===== src/rtl/csd_pkg.sv =====
package csd_pkg;
  typedef enum logic [1:0] {
    CS_NONE  = 2'b00,
    CS_ORAND = 2'b01,
    CS_XOR   = 2'b10,
    CS_UNDET = 2'b11
  } cs_kind_t;
endpackage


===== src/rtl/csd_sync.sv =====
// Flop chain used both for the input sampler and for the reset release.
module csd_sync #(
  parameter int STAGES = 2
) (
  input  logic clk,
  input  logic rst_n,
  input  logic d,
  output logic q
);
  logic [STAGES-1:0] chain_q;
  logic [STAGES-1:0] chain_d;

  generate
    if (STAGES == 1) begin : g_one
      assign chain_d = d;
    end else begin : g_many
      assign chain_d = {chain_q[STAGES-2:0], d};
    end
  endgenerate

  always_ff @(posedge clk or negedge rst_n) begin
    if (!rst_n) chain_q <= '0;
    else        chain_q <= chain_d;
  end

  assign q = chain_q[STAGES-1];
endmodule


===== src/rtl/csd_meas.sv =====
// Learns the line period and classifies each pulse or edge-free gap.
module csd_meas #(
  parameter int CNT_W = 16
) (
  input  logic       clk,
  input  logic       rst_n,
  input  logic       clr,
  input  logic       sig,
  input  logic [1:0] cfg_shift,
  output logic       edge_ev,
  output logic       wide_ev,
  output logic       narrow_ev,
  output logic       stall_ev
);
  localparam logic [CNT_W-1:0] CNT_MAX = '1;

  logic             prev_q;
  logic [CNT_W-1:0] per_cnt_q, per_cnt_d;
  logic [CNT_W-1:0] wid_cnt_q, wid_cnt_d;
  logic [CNT_W-1:0] gap_cnt_q, gap_cnt_d;
  logic [CNT_W-1:0] period_q, period_d;
  logic             seen_rise_q, seen_rise_d;
  logic             per_ok_q, per_ok_d;
  logic             stalled_q, stalled_d;
  logic             edge_d, wide_d, narrow_d, stall_d;
  logic             rise, fall, judge, stall_hit;
  logic [CNT_W-1:0] thr;

  function automatic logic [CNT_W-1:0] inc_sat(input logic [CNT_W-1:0] v);
    return (v == CNT_MAX) ? v : v + 1'b1;
  endfunction

  assign rise = sig & ~prev_q;
  assign fall = ~sig & prev_q;
  assign thr  = period_q >> cfg_shift;

  always_comb begin
    per_cnt_d   = rise ? {{(CNT_W-1){1'b0}}, 1'b1} : inc_sat(per_cnt_q);
    wid_cnt_d   = rise ? {{(CNT_W-1){1'b0}}, 1'b1} : (sig ? inc_sat(wid_cnt_q) : wid_cnt_q);
    gap_cnt_d   = (rise | fall) ? '0 : inc_sat(gap_cnt_q);
    seen_rise_d = seen_rise_q | rise;
    period_d    = period_q;
    per_ok_d    = per_ok_q;
    if (rise && seen_rise_q && !stalled_q) begin
      period_d = per_cnt_q;
      per_ok_d = 1'b1;
    end
    stall_hit = per_ok_q && !stalled_q && !(rise | fall) &&
                ({1'b0, gap_cnt_q} == {period_q, 1'b0});
    stalled_d = rise ? 1'b0 : (stalled_q | stall_hit);
    judge     = fall && per_ok_q && !stalled_q;
    wide_d    = judge && (wid_cnt_q > thr);
    narrow_d  = judge && !(wid_cnt_q > thr);
    stall_d   = stall_hit;
    edge_d    = rise | fall;
    if (clr) begin
      per_cnt_d   = '0;
      wid_cnt_d   = '0;
      gap_cnt_d   = '0;
      period_d    = '0;
      seen_rise_d = 1'b0;
      per_ok_d    = 1'b0;
      stalled_d   = 1'b0;
      wide_d      = 1'b0;
      narrow_d    = 1'b0;
      stall_d     = 1'b0;
    end
  end

  always_ff @(posedge clk or negedge rst_n) begin
    if (!rst_n) begin
      prev_q      <= 1'b0;
      per_cnt_q   <= '0;
      wid_cnt_q   <= '0;
      gap_cnt_q   <= '0;
      period_q    <= '0;
      seen_rise_q <= 1'b0;
      per_ok_q    <= 1'b0;
      stalled_q   <= 1'b0;
      edge_ev     <= 1'b0;
      wide_ev     <= 1'b0;
      narrow_ev   <= 1'b0;
      stall_ev    <= 1'b0;
    end else begin
      prev_q      <= sig;
      per_cnt_q   <= per_cnt_d;
      wid_cnt_q   <= wid_cnt_d;
      gap_cnt_q   <= gap_cnt_d;
      period_q    <= period_d;
      seen_rise_q <= seen_rise_d;
      per_ok_q    <= per_ok_d;
      stalled_q   <= stalled_d;
      edge_ev     <= edge_d;
      wide_ev     <= wide_d;
      narrow_ev   <= narrow_d;
      stall_ev    <= stall_d;
    end
  end

  AST_PERIOD_NONZERO: assert property (@(posedge clk) disable iff (!rst_n)
    per_ok_q |-> (period_q != '0));
  AST_STALL_ONCE: assert property (@(posedge clk) disable iff (!rst_n)
    stall_ev |=> !stall_ev);
  AST_JUDGED_ON_FALL: assert property (@(posedge clk) disable iff (!rst_n)
    (wide_ev || narrow_ev) |-> (edge_ev && !prev_q));
endmodule


===== src/rtl/csd_class.sv =====
// Activity window, type state and vertical sync extraction.
module csd_class
  import csd_pkg::*;
#(
  parameter int WINDOW_TICKS = 80
) (
  input  logic     clk,
  input  logic     rst_n,
  input  logic     tick,
  input  logic     edge_ev,
  input  logic     wide_ev,
  input  logic     narrow_ev,
  input  logic     stall_ev,
  output logic     flush,
  output logic     active,
  output cs_kind_t kind,
  output logic     vsync,
  output logic     valid
);
  localparam int WIN_W = (WINDOW_TICKS > 2) ? $clog2(WINDOW_TICKS) : 1;
  localparam logic [WIN_W-1:0] WIN_LAST = WIN_W'(WINDOW_TICKS - 1);

  logic [WIN_W-1:0] win_cnt_q, win_cnt_d;
  logic             seen_q, seen_d;
  logic             active_d, vsync_d, valid_d;
  cs_kind_t         kind_d;
  logic             win_end, any_edge;

  assign win_end  = tick && (win_cnt_q == WIN_LAST);
  assign any_edge = seen_q | edge_ev;
  assign flush    = win_end && !any_edge;

  always_comb begin
    win_cnt_d = win_cnt_q;
    if (tick) win_cnt_d = win_end ? '0 : win_cnt_q + 1'b1;
    seen_d   = win_end ? 1'b0 : any_edge;
    active_d = active;
    kind_d   = kind;
    vsync_d  = vsync;
    valid_d  = 1'b0;
    if (stall_ev) begin
      kind_d  = CS_ORAND;
      vsync_d = 1'b1;
    end else if (wide_ev) begin
      kind_d  = CS_XOR;
      vsync_d = 1'b1;
    end else if (narrow_ev) begin
      vsync_d = 1'b0;
    end
    if (win_end) begin
      active_d = any_edge;
      valid_d  = 1'b1;
      if (!any_edge) begin
        kind_d  = CS_UNDET;
        vsync_d = 1'b0;
      end
    end
  end

  always_ff @(posedge clk or negedge rst_n) begin
    if (!rst_n) begin
      win_cnt_q <= '0;
      seen_q    <= 1'b0;
      active    <= 1'b0;
      kind      <= CS_UNDET;
      vsync     <= 1'b0;
      valid     <= 1'b0;
    end else begin
      win_cnt_q <= win_cnt_d;
      seen_q    <= seen_d;
      active    <= active_d;
      kind      <= kind_d;
      vsync     <= vsync_d;
      valid     <= valid_d;
    end
  end

  AST_VALID_ONE_CYCLE: assert property (@(posedge clk) disable iff (!rst_n)
    valid |=> !valid);
  AST_ACTIVE_AT_WINDOW: assert property (@(posedge clk) disable iff (!rst_n)
    !valid |-> $stable(active));
  AST_EVENTS_EXCLUSIVE: assert property (@(posedge clk) disable iff (!rst_n)
    !(stall_ev && (wide_ev || narrow_ev)));
  AST_STALL_RAISES_VSYNC: assert property (@(posedge clk) disable iff (!rst_n)
    (stall_ev && !flush) |=> (vsync && kind == CS_ORAND));
  AST_IDLE_CLEARS: assert property (@(posedge clk) disable iff (!rst_n)
    flush |=> (!active && !vsync));
endmodule


===== src/rtl/csync_type_detect.sv =====
module csync_type_detect
  import csd_pkg::*;
#(
  parameter int CNT_W        = 16,
  parameter int WINDOW_TICKS = 80,
  parameter int SYNC_STAGES  = 2
) (
  input  logic       clk,
  input  logic       rst_n,
  input  logic       tick_ms,
  input  logic       csync_in,
  input  logic [1:0] cfg_shift,
  output logic       sync_active,
  output logic [1:0] sync_type,
  output logic       vsync_out,
  output logic       status_valid
);
  logic     rst_n_s;
  logic     sig_s;
  logic     edge_ev, wide_ev, narrow_ev, stall_ev, flush;
  cs_kind_t kind;

  csd_sync #(.STAGES(2)) u_rst_sync (
    .clk(clk), .rst_n(rst_n), .d(1'b1), .q(rst_n_s)
  );

  csd_sync #(.STAGES(SYNC_STAGES)) u_in_sync (
    .clk(clk), .rst_n(rst_n_s), .d(csync_in), .q(sig_s)
  );

  csd_meas #(.CNT_W(CNT_W)) u_meas (
    .clk(clk), .rst_n(rst_n_s), .clr(flush), .sig(sig_s),
    .cfg_shift(cfg_shift), .edge_ev(edge_ev), .wide_ev(wide_ev),
    .narrow_ev(narrow_ev), .stall_ev(stall_ev)
  );

  csd_class #(.WINDOW_TICKS(WINDOW_TICKS)) u_class (
    .clk(clk), .rst_n(rst_n_s), .tick(tick_ms), .edge_ev(edge_ev),
    .wide_ev(wide_ev), .narrow_ev(narrow_ev), .stall_ev(stall_ev),
    .flush(flush), .active(sync_active), .kind(kind), .vsync(vsync_out),
    .valid(status_valid)
  );

  assign sync_type = sync_active ? kind : CS_NONE;
endmodule


===== config.mk =====
export PLATFORM = sky130hd
export DESIGN_NAME = csync_type_detect
export DESIGN_NICKNAME = d
export VERILOG_FILES = /design/src/rtl/csd_pkg.sv /design/src/rtl/csd_sync.sv /design/src/rtl/csd_meas.sv /design/src/rtl/csd_class.sv /design/src/rtl/csync_type_detect.sv
export SDC_FILE = /design/constraint.sdc
export NUM_CORES = 1
export LEC_CHECK = 0
export ABC_AREA = 0
export CORE_MARGIN = 2
export CORE_UTILIZATION = 60
export CTS_CLUSTER_DIAMETER = 60
export DETAILED_ROUTE_END_ITERATION = 10
export GPL_ROUTABILITY_DRIVEN = 1
export GPL_TIMING_DRIVEN = 0
export PLACE_DENSITY = 0.89
export SYNTH_ARGS = -nofsm -noshare
export SYNTH_HDL_FRONTEND = slang
export SYNTH_SLANG_ARGS = --single-unit

===== constraint.sdc =====
create_clock -name clk -period 6.2 [get_ports clk]
set_input_delay 1.55 -clock clk [delete_from_list [all_inputs] [get_ports clk]]
set_output_delay 1.55 -clock clk [all_outputs]
set_load 0.02 [all_outputs]

* Word level (Yosys, flattened, before mapping)
Cells that the tools add are included.
** Word-level totals
- Flip-flop bits (word level) :: 89
- Output and inout port bits :: 5
- Logic and storage cells :: 93
** Operators by class
- Add/sub/neg operators :: 4
- Order comparisons :: 1
- Equality and inequality tests :: 8
- Shifts and indexed selects :: 1
- Muxes and demuxes :: 33
- Bitwise logic cells :: 8
- Reduce and logical (&&, ||, !) cells :: 18
** Operator list (count)
- $mux 16 :: 12
- $add 16x1->16 const B :: 3
- $eq 16x16->1 const B :: 3
- $eq 16x17->1 :: 1
- $gt 16x16->1 :: 1
- $shr 16x2->16 :: 1
- $mux 1 :: 15
- $logic_and 1x1->1 :: 11
- $mux 2 :: 5
- $ne 3x2->1 const B :: 3
- $add 7x1->7 const B :: 1
- $eq 7x7->1 const B :: 1
- $mux 7 :: 1
- $logic_not 1->1 :: 4
- $or 1x1->1 :: 4
- $reduce_bool 3->1 :: 1
- $and 1x1->1 :: 2
- $not 1->1 :: 2
- $reduce_and 2->1 :: 1
- $reduce_bool 2->1 :: 1

* Logic depth before layout (Yosys ltp)
- Word-level depth :: 9
- Mapped depth :: 12
- Mapped depth without buffers :: 10

* Hierarchy
A second synthesis with hierarchy kept.
** Unflattened totals
- Cells, all modules :: 543
- Area, all modules :: 5122.4 µm²
** Modules (own cells, without submodules)
- csd_meas :: times used 1, cells each 486, area each 4425.5 µm²
- csd_class :: times used 1, cells each 50, area each 580.6 µm²
- csd_sync :: times used 2, cells each 2, area each 50.0 µm²
- csync_type_detect :: times used 1, cells each 3, area each 16.3 µm²

* Least setup slack after synthesis
Ideal clock, no wire load.
- Path type :: input to register
- Start :: input cfg_shift[0]
- End :: register u_meas.wide_ev
- Library setup time :: 120 ps
- Data arrival time :: 3855 ps
- Data required time :: 6080 ps
- Path slack :: 2225 ps
- Stages :: 10
- Buffers on the path :: 2
- Cells stage by stage :: buf_2 -> clkbuf_1 -> mux2i_1 -> or2_2 -> ha_1 -> nand4_1 -> nor2_1 -> or3_1 -> a2111o_1 -> and3b_1
** Between the ends
- Longest elaborated chain between the ends :: 4
** RTL lines
- start: declaration :: RTL line csync_type_detect.sv:12 : input logic [1:0] cfg_shift,
- $shr 16x2->16 :: RTL line csd_meas.sv:35 : assign thr = period_q >> cfg_shift;
- $gt 16x16->1 :: RTL line csd_meas.sv:52 : wide_d = judge && (wid_cnt_q > thr);
- $logic_and 1x1->1 :: RTL line csd_meas.sv:52
- $mux 1 :: RTL line csd_meas.sv:56 : if (clr) begin
- net u_meas.wide_d :: RTL line csd_meas.sv:25 : logic edge_d, wide_d, narrow_d, stall_d;
- end signal: assignment :: RTL line csd_meas.sv:94 : wide_ev <= wide_d;
- end: declaration :: RTL line csd_meas.sv:11 : output logic wide_ev,
The timed path passes the listed nets, and every way through them passes these cells.
A chain may end at the register's enable or synchronous reset.

* Final worst setup path
Same ends and word-level chain as after synthesis.

==> results.txt <==
----------------------------------------------------
[Power]
  Power, Total ... between 1 and 1.5 mW
  Cell-internal power ... 0.982 mW
  Power density over cell area ... approximately 270 nW/um^2
  Portion of total power attributed to the clock network ... a little over a quarter
  Part of the total power dissipated in sequential elements ... 51.6%
  Max VDD drop ... ~0.17 mV
  Leak Pwr ... around 2.3 nW
  Reported net switching power ... around 0.50 mW
  Net switching fraction of the power ... 33.8%
  Combinational cell fraction of total power ... between 20% and 30%

[Cells and area]
  # nets final ... 570
  Area growth from synthesis to final layout ... 8.62%
  Total inserted antenna cells ... 0
  Layout cells sized above 1 ... about 11%
  Finished Core Util ... around two thirds

[Yosys]
  Cell type with the highest aggregate area in the netlist ... dfrtp_1
  Gate Count Post-Synth ... between 500 and 600
  Area share of the largest cell type after synthesis ... 43.4%
  Per-instance average area after synthesis ... just under 10 sq um
  Number of flip-flops and latches in the synthesized netlist ... 89
  Synth warn ... 0
  Synth top area cells ... dfrtp_1, xnor2_1, ha_1, nor2_1, mux4_2
  Post-Syn Nets ... between 500 and 600
  Count of flip-flops with a built-in enable after synthesis ... 0
  Primary flip-flop cell chosen by synthesis mapping ... dfrtp_1
  Proportion of synthesized chip area in sequential cells ... 44.4%
  Fraction of registers with async set/reset ... 100%
  Area of the mapped netlist ... between 5000 and 6000 sq um
  Number of library cell types mapped by synthesis ... 54

[Clock network]
  Clock root cell ... clkbuf_8
  Post-CTS resize count ... 0
  Clock-pin slew reported for the worst setup and hold paths after clock tree synthesis ... 0.10 ns
  TritonCTS Sinks ... 89
  Number of levels in the clock H-tree ... 3
  Clock tree from TritonCTS ... yes
  # Post-CTS Setup Buffers ... 0
  Quantity of hold-fixing buffers added after cts ... 0
  Number of clock buffers inserted by TritonCTS ... 9
  Maximum buffer depth of the clock tree ... 2
  Clock latency of the later-clocked register in the worst-skew pair ... 0.37 ns

[Floorplan]
  # IOs ... 11
  Starting Density ... 61.4%
  Die width ... between 90 and 100 um
  Number of rows in the core area ... 33
  DIE HEIGHT ... 95.5 um
  Die outline area ... between 9000 and 10000 sq um
  Core Box Area ... 8180 sq um

[Routing]
  Detailed router's first-iteration violation count ... roughly 280
  Number of optimization iterations in the first detailed-route pass ... 5
  Overall via count from detail_route ... between 3000 and 4000
  Number of remaining DRC errors ... 0
  Mean routed wirelength per cell ... 17.2 um
  Antenna Nets Post-Route ... 0
  Vias/cell ... between 6 and 7
  Total Wirelength ... 11.2 mm

[Timing]
  Final-layout worst hold slack ... between 0.3 and 0.4 ns
  Worst setup slack after layout ... roughly 2.3 ns
  Slew of the pin with the lowest slew margin ... 0.550 ns
  Number of failing hold endpoints at the final stage ... 0
  Post-layout minimum cycle time ... between 3 and 4 ns
  Worst slew margin relative to its limit ... just over 60%
  Worst setup skew after layout ... ~0.015 ns
  Setup TNS ... 0 ns
  Count of final max-slew check failures ... 0
  Final setup fails ... 0
  Maximum clock frequency ... about 260 MHz
  Unrepaired setup endpoints after global routing ... no
  Final period util ... a little over three fifths

[Setup path]
  Worst endpoint data arrival time ... roughly 4.2 ns
  Max FO, Critical Path ... 10
  Required time of the worst setup path ... 6.46 ns
  Crit path capture type ... register
  Maximum cell stage delay along the critical path ... between 0.4 and 0.5 ns
  Ordered cell list for the critical path ... buf_2, clkbuf_1, mux2i_1, or2_2, ha_1, nand4_1, nor2_1, or3_1, a2111o_1, and3b_1
  Category of the worst setup path launch point ... input pin
  Family with the most delay on the worst path ... simple AND/OR/NAND/NOR gates
  Crit Path Category ... input pin to register
  Critical path buffer and inverter count ... 2
  Cell at the slowest stage of the critical path ... a2111o_1

[GRT]
  Largest net degree at the start of global routing ... 46
  Overall overflow remaining after global route ... 0
  Global routing usage summed across all routing layers ... a little over a quarter
  Initial antenna violation count ... 0
  Wire length of the first global-routing pass ... ~19 mm
  Via count of the first global-routing pass ... 4046

[Hold path]
  Worst hold-check path type ... register to async pin

[Placed design]
  Placer Congestion ... 0.885
  Dpl ws ... 1.93 ns
  Half-perimeter wire length of the detailed placement result ... a little over 8 mm
  IO buf count ... 8

[Run]
  Max-capacitance violation count ... 0

[Status]
  Outcome ... finished clean

----------------------------------------------------
cell usage in the layout (no fill, tap or decap), types with 3 or more instances in the layout:
master / n
dfrtp_1: 86
nor2_1: 69
nand2_1: 60
xnor2_1: 36
a21oi_1: 34
inv_1: 27
ha_1: 22
nand4_1: 18
nand3_1: 17
nor3_1: 14
buf_2: 12
xor2_1: 12
mux4_2: 10
a211oi_1: 10
clkbuf_8: 10
mux2i_1: 8
o21ai_0: 8
clkdlybuf4s50_1: 8
nor2b_1: 7
and4_1: 7
clkbuf_1: 5
and2_1: 4
nor4_1: 4
and3_1: 4
a311oi_1: 4
mux2_2: 3
nand2b_1: 3
worst paths after layout:
kind / cells past startpoint / from / end / slack, ns
min in group clk: 0 / u_rst_sync.chain_q[0] / u_rst_sync.chain_q[1] / 0.37
max reg2reg: 8 / u_meas.period_q[12] / u_meas.wide_ev / 3.67
max: 10 / cfg_shift[0] / u_meas.wide_ev / 2.31
min: 0 / u_rst_sync.chain_q[1] / u_class.win_cnt_q[4] / 0.33
max in group asynchronous: 1 / rst_n / u_rst_sync.chain_q[1] / 4.74
min reg2reg: 0 / u_rst_sync.chain_q[1] / u_class.win_cnt_q[4] / 0.33
stage by stage:
step           cells  instance area, sq um
2_1_floorplan    522                  5020
5_1_grt          652                  5450
3_5_place_dp     636                  5260
6_report         652                  5450
3_3_place_gp     635                  5230
4_1_cts          652                  5450
cells in the mapped netlist, types with 8 or more instances:
cell / number
a211oi_1: 10
xnor2_1: 36
nor3_1: 14
nand3_1: 17
xor2_1: 12
dfrtp_1: 87
nor2_1: 69
a21oi_1: 34
mux2i_1: 8
inv_1: 27
nand4_1: 18
mux4_2: 10
nand2_1: 60
ha_1: 22
o21ai_0: 8
buf_2: 12
layout make-up:
class | instances | area, sq um
flip-flops and latches | 89 | 2230
repair buffers | 9 | 100
plain buffers | 20 | 101
clock inverters | 6 | 60.1
fillers | 592 | 2720
multi-input cells | 386 | 2590
clock buffers | 10 | 138
inverters | 27 | 101
well taps | 105 | 131
power groups by stage:
stage          clock (mW)  sequential (mW)  combinational [mW]
5_1_grt             0.425            0.778               0.361
3_3_place_gp            0            0.768               0.285
4_1_cts             0.397            0.763               0.325
3_5_place_dp            0            0.773               0.322
2_1_floorplan           0            0.752               0.231
6_report            0.391            0.766               0.327
metal layers:
metal,vias to the layer above,share of wire [%],global-route usage (%)
met5,-,0,0
met4,0,3.2,11.0
met3,39,5.3,5.85
met2,146,51,45.4
met1,1952,41,32.3
li1,1852,-,-
cell families after synthesis:
logic type | share of synthesized area, %
compound gates | 8.47
xor+xnor | 8.37
simple gates | 22.4
fa+ha+maj | 5.48
flops | 44.4
buf+inv | 4.04
other cells | 0.0747
mux | 6.75
sequential cells by signal (all words and copies together), names as in the netlist, 2 cells and up:
signal	count
u_class.kind	2
u_class.win_cnt_q	7
u_in_sync.chain_q	2
u_meas.gap_cnt_q	16
u_meas.per_cnt_q	16
u_meas.period_q	16
u_meas.wid_cnt_q	16
u_rst_sync.chain_q	2
(Power assumes the default switching activity.)
